<file path="src/rtl/pace_pkg.sv">
// Package: shared widths and defaults for the transmit pacing limiter.
// Assumes every character is counted as 8 bits regardless of framing.
package pace_pkg;
    localparam int BAUD_W        = 32;
    localparam int CNT_W         = 32;
    localparam int BITS_PER_CHAR = 8;
    localparam int MS_PER_PAUSE  = 10;
    localparam int RESET_BAUD    = 115200;

    typedef logic [BAUD_W-1:0] baud_t;
    typedef logic [CNT_W-1:0]  cnt_t;
endpackage

</file>
<file path="src/rtl/pace_group_calc.sv">
// Group-size register: holds the number of bytes per pacing group,
// computed as floor(floor(baud/BITS)/1000)*PAUSE_MS on each valid commit.
// Assumes a zero baud commit is invalid and must be ignored.
module pace_group_calc
    import pace_pkg::*;
#(
    parameter int BITS       = BITS_PER_CHAR,
    parameter int PAUSE_MS   = MS_PER_PAUSE,
    parameter int INIT_BAUD  = RESET_BAUD
) (
    input  logic  clk,
    input  logic  rst_n,
    input  logic  baud_load,
    input  baud_t baud_in,
    output logic  commit_ok,
    output cnt_t  group_q
);
    localparam cnt_t INIT_GROUP = cnt_t'(((INIT_BAUD / BITS) / 1000) * PAUSE_MS);

    cnt_t group_next;

    // Qualify the commit and compute the candidate group size.
    always_comb begin
        commit_ok  = baud_load && (baud_in != '0);
        group_next = cnt_t'(((baud_in / baud_t'(BITS)) / baud_t'(1000)) * baud_t'(PAUSE_MS));
    end

    // Hold the group size; load it only on a valid commit.
    always_ff @(posedge clk) begin
        if (!rst_n)         group_q <= INIT_GROUP;
        else if (commit_ok) group_q <= group_next;
    end


    zero_commit_ignored_chk: assert property (@(posedge clk) disable iff (!rst_n)
        (baud_load && baud_in == '0) |=> $stable(group_q));
endmodule

</file>
<file path="src/rtl/pace_byte_counter.sv">
// Within-group byte counter: counts every written byte and wraps to zero
// when the group size is reached, giving a modulo test without a divider.
// Assumes group_q == 0 means pacing is off (count held at zero).
module pace_byte_counter
    import pace_pkg::*;
(
    input  logic clk,
    input  logic rst_n,
    input  logic clr,
    input  logic inc,
    input  cnt_t group_q,
    output logic boundary,
    output cnt_t in_grp_q
);
    cnt_t nxt_cnt;

    // Detect whether this write completes a group.
    always_comb begin
        nxt_cnt  = in_grp_q + cnt_t'(1);
        boundary = (group_q != '0) && (nxt_cnt == group_q);
    end

    // Advance, wrap or clear the within-group count.
    always_ff @(posedge clk) begin
        if (!rst_n)                             in_grp_q <= '0;
        else if (clr)                           in_grp_q <= '0;
        else if (inc && (boundary || group_q == '0)) in_grp_q <= '0;
        else if (inc)                           in_grp_q <= nxt_cnt;
    end


    count_in_range_chk: assert property (@(posedge clk) disable iff (!rst_n)
        (group_q == '0) || (in_grp_q < group_q));

    clear_wins_chk: assert property (@(posedge clk) disable iff (!rst_n)
        clr |=> (in_grp_q == '0));
endmodule

</file>
<file path="src/rtl/pace_pause_timer.sv">
// Pause timer: counts millisecond ticks down from TICKS after a start and
// flags expiry on the last one. Assumes start is never raised while busy.
module pace_pause_timer #(
    parameter int TICKS = 10
) (
    input  logic clk,
    input  logic rst_n,
    input  logic start,
    input  logic tick,
    output logic busy,
    output logic expire
);
    localparam int LW = $clog2(TICKS + 1);
    localparam logic [LW-1:0] LOAD = LW'(TICKS);
    localparam logic [LW-1:0] ONE  = LW'(1);

    logic [LW-1:0] left_q;

    // Busy while ticks remain; expiry on the last tick.
    always_comb begin
        busy   = (left_q != '0);
        expire = busy && tick && (left_q == ONE);
    end

    // Load on start, count down on each tick.
    always_ff @(posedge clk) begin
        if (!rst_n)            left_q <= '0;
        else if (start)        left_q <= LOAD;
        else if (busy && tick) left_q <= left_q - ONE;
    end


    left_bounded_chk: assert property (@(posedge clk) disable iff (!rst_n)
        left_q <= LOAD);

    expire_ends_pause_chk: assert property (@(posedge clk) disable iff (!rst_n)
        (expire && !start) |=> !busy);

    no_restart_chk: assert property (@(posedge clk) disable iff (!rst_n)
        (busy && !tick) |=> (left_q == $past(left_q)));
endmodule

</file>
<file path="src/rtl/tx_pace_limiter.sv">
// Transmit pacing limiter: raises a transmit-ready event for each enabled
// write, except the write that completes a group, which starts a pause;
// the event is released when the pause expires.
// Assumes strobes are single-cycle and synchronous to clk.
module tx_pace_limiter
    import pace_pkg::*;
#(
    parameter int PAUSE_TICKS = MS_PER_PAUSE
) (
    input  logic        clk,
    input  logic        rst_n,
    input  logic        byte_wr,
    input  logic        baud_load,
    input  logic [31:0] baud_in,
    input  logic        tx_int_en,
    input  logic        ms_tick,
    output logic        tx_ready_pulse,
    output logic        pace_busy
);
    logic commit_ok, boundary, busy, expire, start_pause, ready_now;
    cnt_t group_q, in_grp_q;

    pace_group_calc u_calc (
        .clk       (clk),
        .rst_n     (rst_n),
        .baud_load (baud_load),
        .baud_in   (baud_in),
        .commit_ok (commit_ok),
        .group_q   (group_q)
    );

    pace_byte_counter u_cnt (
        .clk      (clk),
        .rst_n    (rst_n),
        .clr      (commit_ok),
        .inc      (byte_wr),
        .group_q  (group_q),
        .boundary (boundary),
        .in_grp_q (in_grp_q)
    );

    pace_pause_timer #(.TICKS(PAUSE_TICKS)) u_timer (
        .clk    (clk),
        .rst_n  (rst_n),
        .start  (start_pause),
        .tick   (ms_tick),
        .busy   (busy),
        .expire (expire)
    );

    // Decide between an immediate event and a new pause for this write.
    always_comb begin
        start_pause = byte_wr && tx_int_en && boundary && !busy;
        ready_now   = (byte_wr && tx_int_en && !boundary) || expire;
    end

    // Register the one-cycle transmit-ready event.
    always_ff @(posedge clk) begin
        if (!rst_n) tx_ready_pulse <= 1'b0;
        else        tx_ready_pulse <= ready_now;
    end

    assign pace_busy = busy;


    pulse_has_cause_chk: assert property (@(posedge clk) disable iff (!rst_n)
        tx_ready_pulse |-> ($past(byte_wr && tx_int_en) || $past(expire)));

    pause_from_enabled_write_chk: assert property (@(posedge clk) disable iff (!rst_n)
        $rose(pace_busy) |-> $past(byte_wr && tx_int_en && group_q != '0));

    disabled_write_silent_chk: assert property (@(posedge clk) disable iff (!rst_n)
        (byte_wr && !tx_int_en && !expire) |=> !tx_ready_pulse);

    zero_group_never_busy_chk: assert property (@(posedge clk) disable iff (!rst_n)
        (group_q == '0 && !busy) |=> !pace_busy);
endmodule

</file>
<file path="config.mk">
export PLATFORM = sky130hd
export DESIGN_NAME = tx_pace_limiter
export DESIGN_NICKNAME = d
export VERILOG_FILES = /design/src/rtl/pace_pkg.sv /design/src/rtl/pace_group_calc.sv /design/src/rtl/pace_byte_counter.sv /design/src/rtl/pace_pause_timer.sv /design/src/rtl/tx_pace_limiter.sv
export SDC_FILE = /design/constraint.sdc
export NUM_CORES = 1
export LEC_CHECK = 0
export ABC_AREA = 1
export BUFFER_PORTS_ARGS = -buffer_cell sky130_fd_sc_hd__buf_2
export CORE_ASPECT_RATIO = 1.5
export CORE_MARGIN = 2
export CORE_UTILIZATION = 50
export CTS_BUF_LIST = sky130_fd_sc_hd__clkbuf_4 sky130_fd_sc_hd__clkbuf_8 sky130_fd_sc_hd__clkbuf_16
export CTS_CLUSTER_SIZE = 28
export DETAILED_ROUTE_END_ITERATION = 16
export PLACE_DENSITY = 0.64
export SKIP_LAST_GASP = 1
export SYNTH_ARGS = -nofsm -noshare
export SYNTH_HDL_FRONTEND = slang
export SYNTH_SLANG_ARGS = --single-unit
</file>
<file path="constraint.sdc">
create_clock -name clk -period 25.8 [get_ports clk]
set_input_delay 0 -clock clk [delete_from_list [all_inputs] [get_ports clk]]
set_output_delay 0 -clock clk [all_outputs]
set_load 0.01 [all_outputs]
</file>
==> results.md, run 1 <==
* Status: complete, no violations
* PortBufs at 39
* CP top delay family: simple AND/OR/NAND/NOR gates
* N_diodes at 0
* Worst Setup End Kind: flip-flop
* Post-DP HPWL at 17.1 mm
* Post-synthesis compound-gate area fraction at 0.136
* Final setup fails at 0
* CP max-delay cell: fa_1
* Crit-path max cell delay at approximately 0.40 ns
* Post-synth EDFFs at 0
* Worst Setup Path Type: in -> reg
* RD Place Congestion at 0.909
* Layout cell share with drive strength beyond 1 at 0.183
* Post-synth top area share at 0.153
* Drt pass-1 iters at 5
* Boundary Pins at 40
* RSZ-0062 raised after global routing: false
* Total of max-cap violations at 0
* Asr flop ratio synth at 0
* Worst min path class: in -> reg
* HP Start: tx_int_en
* CTS sink count at 60
* Post-CTS setup buffer count at 0
* # hold bufs at CTS at 2
* Vias in the first global route at roughly 8,600
* Initial antenna violation count at 0
* Synth Area in Simple Gates at 0.473
* Most common cell in the netlist: nand2_1
* P&R area growth vs syn at 8.61%
* CTS Buf Count at 9
* WL final at roughly 20 mm
* Initial DRC count at roughly 380
* Setup tns final at 0 ns
* Die ar. at roughly 18,000 um2
* CTS tree: built
* Buf+Inv Stages, Crit Path at 19
* First-pass GRT wire length at ~37 mm
* Clock transition at path regs at about 0.050 ns
* Mux contribution to synthesized area at 0
* GRT Overall Usage at 0.230
* CP required at 26.02 ns
* WP data arrival at approximately 14 ns
* Clock skew at 0.00687 ns
* Post-synth top flop: dfxtp_1
* Final hold vios at 0
* Post-synth top cells: 351 x nand2_1, 191 x inv_1, 129 x nand3_1, 117 x nor2_1, 67 x xor2_1
* Via-to-Cell Ratio at 5.19
* Gate Count Post-Synth at 1,450
* F_max at roughly 73 MHz
* Vias at between 8,000 and 9,000
* Library cells used by synthesis at 55
* Worst Max-Slew Pin Slew at around 0.90 ns
* Die width at about 110 um
* Top post-synthesis cells by area: nand2_1 15%, dfxtp_1 14%, inv_1 8.3%, nand3_1 7.5%, xor2_1 6.8%
* Synth Area in Adders at 0.0589
* Most frequent CP cell: nand2_1
* Final Max Tran Viols at 0
* Period utilisation layout at 0.534
* H-tree depth at 3
* Largest net degree at the start of global routing at 36
* CP Launch Point: baud_in[26]
* Seq cells post-synth at 60
* Relative slew slack at 0.400
* Yosys warns at 0
* Crit-path max FO at 9
* Seq/Total Area, Yosys at 0.139
* XOR/XNOR share of the synthesized area at 0.0782
* Syn_nets at about 1,500
* Avg Cell Area, Syn at about 6.0 um2
* Final #Nets at approximately 1,600
* Starting Density at 0.512
* Antenna-violating nets left at 0
* Number of gates resized after cts at 0
* Number of remaining DRC errors at 0
* Die Height at 165 um
* Main combinational cell family by area after synthesis: simple AND/OR/NAND/NOR gates
* Clk_lat worst skew at ~0.33 ns
* Clock tree buffer depth at 2
* Synth Cell Area at 8630 um2
* Post-layout min period at between 10 and 15 ns
* Largest area contributor in the synthesized netlist: nand2_1
* CTS root buf: clkbuf_16
* CP startpoint kind: input pin
* Crit Reg-Reg Startpoint: u_cnt.in_grp_q[0]
* DR WL/cell at 12.0 um
* Global route overflow at 0
* Core area at 16,800 um2
* Site Rows at 58
==> per-layer routing <==
| layer | vias to the layer above | global-route usage | part of all wire |
|---|---|---|---|
| li1 | 4752 | - | - |
| met1 | 3974 | 0.265 | 0.45 |
| met2 | 90 | 0.444 | 0.52 |
| met3 | 40 | 0.0231 | 0.013 |
| met4 | 0 | 0.0724 | 0.024 |
| met5 | - | 0 | 0 |
==> final timing paths <==
path | cells after the start | to | slack [ns]
setup / recovery | 128 | u_calc.group_q[22] | 12.02
hold reg to reg | 2 | u_cnt.in_grp_q[31] | 0.48
setup reg to reg | 26 | u_cnt.in_grp_q[20] | 20.51
hold / removal | 5 | tx_ready_pulse | 0.04
==> worst register-to-register path, delay by kind of cell (launching register included) <==
family          cells  cell delay, ns
simple gates       17            3.02
compound gates      3            0.71
buf+inv             4            0.59
flops               1            0.41
fa+ha+maj           1            0.21
xor+xnor            1            0.20
==> state kept, by name (all words and copies together), names as in the netlist <==
| register | cells |
|---|---|
| u_cnt.in_grp_q | 32 |
| u_calc.group_q | 23 |
| u_timer.left_q | 4 |
| tx_ready_pulse | 1 |
==> kinds of logic (layout without fill, tap and decap cells) <==
logic type,Yosys count,count (layout)
adder cells (fa/ha/maj),40,40
AO/OA/AOI/OAI,192,192
XOR/XNOR,77,77
AND/OR/NAND/NOR,819,819
buffers and inverters,262,307
flip-flops,60,60
==> metrics by stage <==
step                area, um2  std cells  hold slack (ns)  utilization  setup slack (ns)
finish                   9370       1705           0.0386        0.557             12.02
global route             9370       1705           0.0834        0.557             10.02
global placement         9040       1687            0.262        0.537             11.60
CTS                      9370       1705           0.0355        0.557             11.85
detailed placement       9040       1687            0.265        0.537             11.57
floorplan                8630       1450           0.0976            -             13.82
==> layout by cell type, fill, tap and decap left out, drive strengths merged, types with 5 or more instances in the layout <==
master / Yosys / layout
o21bai: 5 / 5
o21ai: 73 / 73
and2: 6 / 6
nand3: 151 / 151
a21oi: 65 / 65
clkinv: 9 / 11
inv: 240 / 240
a211oi: 9 / 9
nor2: 147 / 147
ha: 39 / 39
o211ai: 8 / 8
nor3: 21 / 21
nand2: 436 / 436
o22ai: 14 / 14
dfxtp: 60 / 60
xor2: 67 / 67
buf: 1 / 40
nor4: 13 / 13
xnor2: 10 / 10
o21a: 5 / 5
clkbuf: 12 / 12
or2: 12 / 12
nand4: 25 / 25
==> final cells by class <==
class | instances | area, um2
Tap cell | 210 | 263
Clock inverter | 4 | 47.5
Clock buffer | 12 | 260
Inverter | 249 | 937
Sequential cell | 60 | 1200
Fill cell | 1777 | 7460
Timing Repair Buffer | 42 | 223
Multi-Input combinational cell | 1128 | 6440
Power of run 1 is left out: the tool's default activity adds up to more than one toggle a clock period on the data nets, which glitch-free logic cannot reach.
==> run 2, diff against run 1 <==
clock period = 13.5 ns   (was 25.8 ns; I/O delays follow)
==> run 2 against run 1 <==
Net effect:
- utilization increased by 15 points
- non-clock buffer count increased by 180
- cell count increased by 10%
- design area increased by 27%
- die area unchanged
- highest routed layer unchanged
==> results.md, run 2 (same netlist as run 1, synthesis figures left out) <==
* Status: complete, no violations
* Clock transition at path regs at ~0.050 ns
* CTS Buf Count at 9
* Worst R2R Path Depth at 26
* Core area at approximately 17,000 um2
* CTS tree: built
* Drt pass-1 iters at 5
* Vias in the first global route at approximately 8,800
* N_diodes at 0
* Area of the multi-input gates at about 7600 um2
* Period utilisation layout at 0.978
* Layout cell share with drive strength beyond 1 at 0.374
* First-pass GRT wire length at 37.0 mm
* CTS sink count at 60
* Largest net degree at the start of global routing at 36
* WL final at around 24 mm
* Clock tree buffer depth at 2
* Initial DRC count at around 450
* Relative slew slack at 0.415
* CP required at around 14 ns
* Crit Reg-Reg Startpoint: u_cnt.in_grp_q[0]
* Antenna-violating nets left at 0
* Post-DP HPWL at 18.1 mm
* Worst Setup Path Type: in -> reg
* Starting Density at 0.512
* GRT Overall Usage at 0.234
* CP Depth at around 130
* CTS root buf: clkbuf_16
* Sequential Area at 1200 um2
* Crit-path max FO at 8
* Most frequent CP cell: nand2_4
* WHS at 0.0559 ns
* Number of remaining DRC errors at 0
* Largest register FFs at 32
* PortBufs at 39
* Fillers at between 1,000 and 1,500
* Most flops, register: u_cnt.in_grp_q
* Final #Nets at roughly 1,700
* Final hold vios at 0
* Commonest non-fill, non-tap cell in the layout: nand2_1
* RR Endpoint: u_cnt.in_grp_q[14]
* Clk_lat worst skew at approximately 0.33 ns
* R2R Setup Slk at between 8 and 9 ns
* Site Rows at between 50 and 60
* RSZ-0062 raised after global routing: true
* Worst min path class: in -> reg
* Final setup fails at 0
* Global route overflow at 0
* CP max-delay cell: fa_2
* DR WL/cell at around 13 um
* Via-to-Cell Ratio at approximately 5.2
* Commonest cells after routing, fill and taps aside: 283 x nand2_1, 187 x inv_1, 173 x buf_4
* WP data arrival at roughly 13 ns
* Worst Max-Slew Pin Slew at just under 0.9 ns
* Worst Hold Depth at 5
* CP startpoint kind: input pin
* Boundary Pins at 40
* CP top delay family: simple AND/OR/NAND/NOR gates
* Die Height at 165 um
* F_max at 75.7 MHz
* CP Launch Point: baud_in[28]
* Vias at about 9,800
* Worst Setup End Kind: flip-flop
* P&R area growth vs syn at 38.4%
* Total of max-cap violations at 0
* Buf+Inv Stages, Crit Path at 19
* Inst Count DP at 1,801
* Initial antenna violation count at 0
* Clock skew at 0.00855 ns
* Crit-path max cell delay at ~0.34 ns
* Final std cells w/o fill at 1,883
* Critical path endpoint: u_calc.group_q[22]
* Die width at ~110 um
* Die ar. at about 18,000 um2
* H-tree depth at 3
* Top flop regs: u_cnt.in_grp_q x32, u_calc.group_q x23, u_timer.left_q x4
* Post-layout min period at 13.21 ns
* RD Place Congestion at between 0.9 and 1
* Final Max Tran Viols at 0
==> run 2: cell count changes in the layout (fill, tap and decap cells not counted), moves of 19 or more <==
cell,previous run,this run
nand3_1,129,94
nand2_4,22,73
nor2_1,117,98
buf_4,1,173
nor2_4,11,32
nand3_2,15,35
o21ai_2,8,28
nand2_1,351,283
==> run 2: layout make-up <==
cell class / instances / share of cell area
multi-input cells: 1128 / 0.638
repair buffers: 222 / 0.135
flip-flops and latches: 60 / 0.101
inverters: 249 / 0.0814
clock buffers: 12 / 0.0223
well taps: 210 / 0.0220
clock inverters: 2 / 0.000838
==> run 2: how the worst min path moves through the flow <==
stage | slack [ns] | endpoint | start
3_3_place_gp | 0.26 | u_calc.group_q[22] | rst_n
5_1_grt | 0.1 | tx_ready_pulse | tx_int_en
6_report | 0.06 | tx_ready_pulse | tx_int_en
4_1_cts | 0.04 | tx_ready_pulse | tx_int_en
2_1_floorplan | 0.1 | u_calc.group_q[22] | rst_n
3_5_place_dp | 0.26 | u_calc.group_q[22] | rst_n
==> run 2: layer usage <==
metal / share of wire / vias up / GRT usage
li1: - / 5110 / -
met1: 0.40 / 4508 / 0.257
met2: 0.55 / 148 / 0.466
met3: 0.016 / 68 / 0.0154
met4: 0.033 / 0 / 0.0892
met5: 0 / - / 0
==> run 2: what timing repair did <==
action | 4_1_cts | 5_1_grt
resized for setup | 0 | 307
setup buffers | 0 | 66
endpoints found under the setup margin | 0 | 8
hold buffers | 2 | 0
hold endpoints to repair | 4 | 0
==> run 2: worst min-delay path, stage by stage <==
cell and delay (ns):
buf_2 0.10, nand2_1 0.06, inv_1 0.05, nand2_1 0.06
a21oi_1 0.06
==> run 2: through the flow <==
stage | instance area (um2) | utilization | TNS [ns] | setup slack, ns
floorplan | 8630 | - | 0 | 1.52
global placement | 9900 | 0.588 | -0.172 | -0.172
detailed placement | 9900 | 0.588 | -0.266 | -0.266
CTS | 10200 | 0.606 | 0 | 0.0134
global route | 11900 | 0.709 | -1.36 | -0.716
finish | 11900 | 0.709 | 0 | 0.290
Power of run 2 is left out for the same reason.
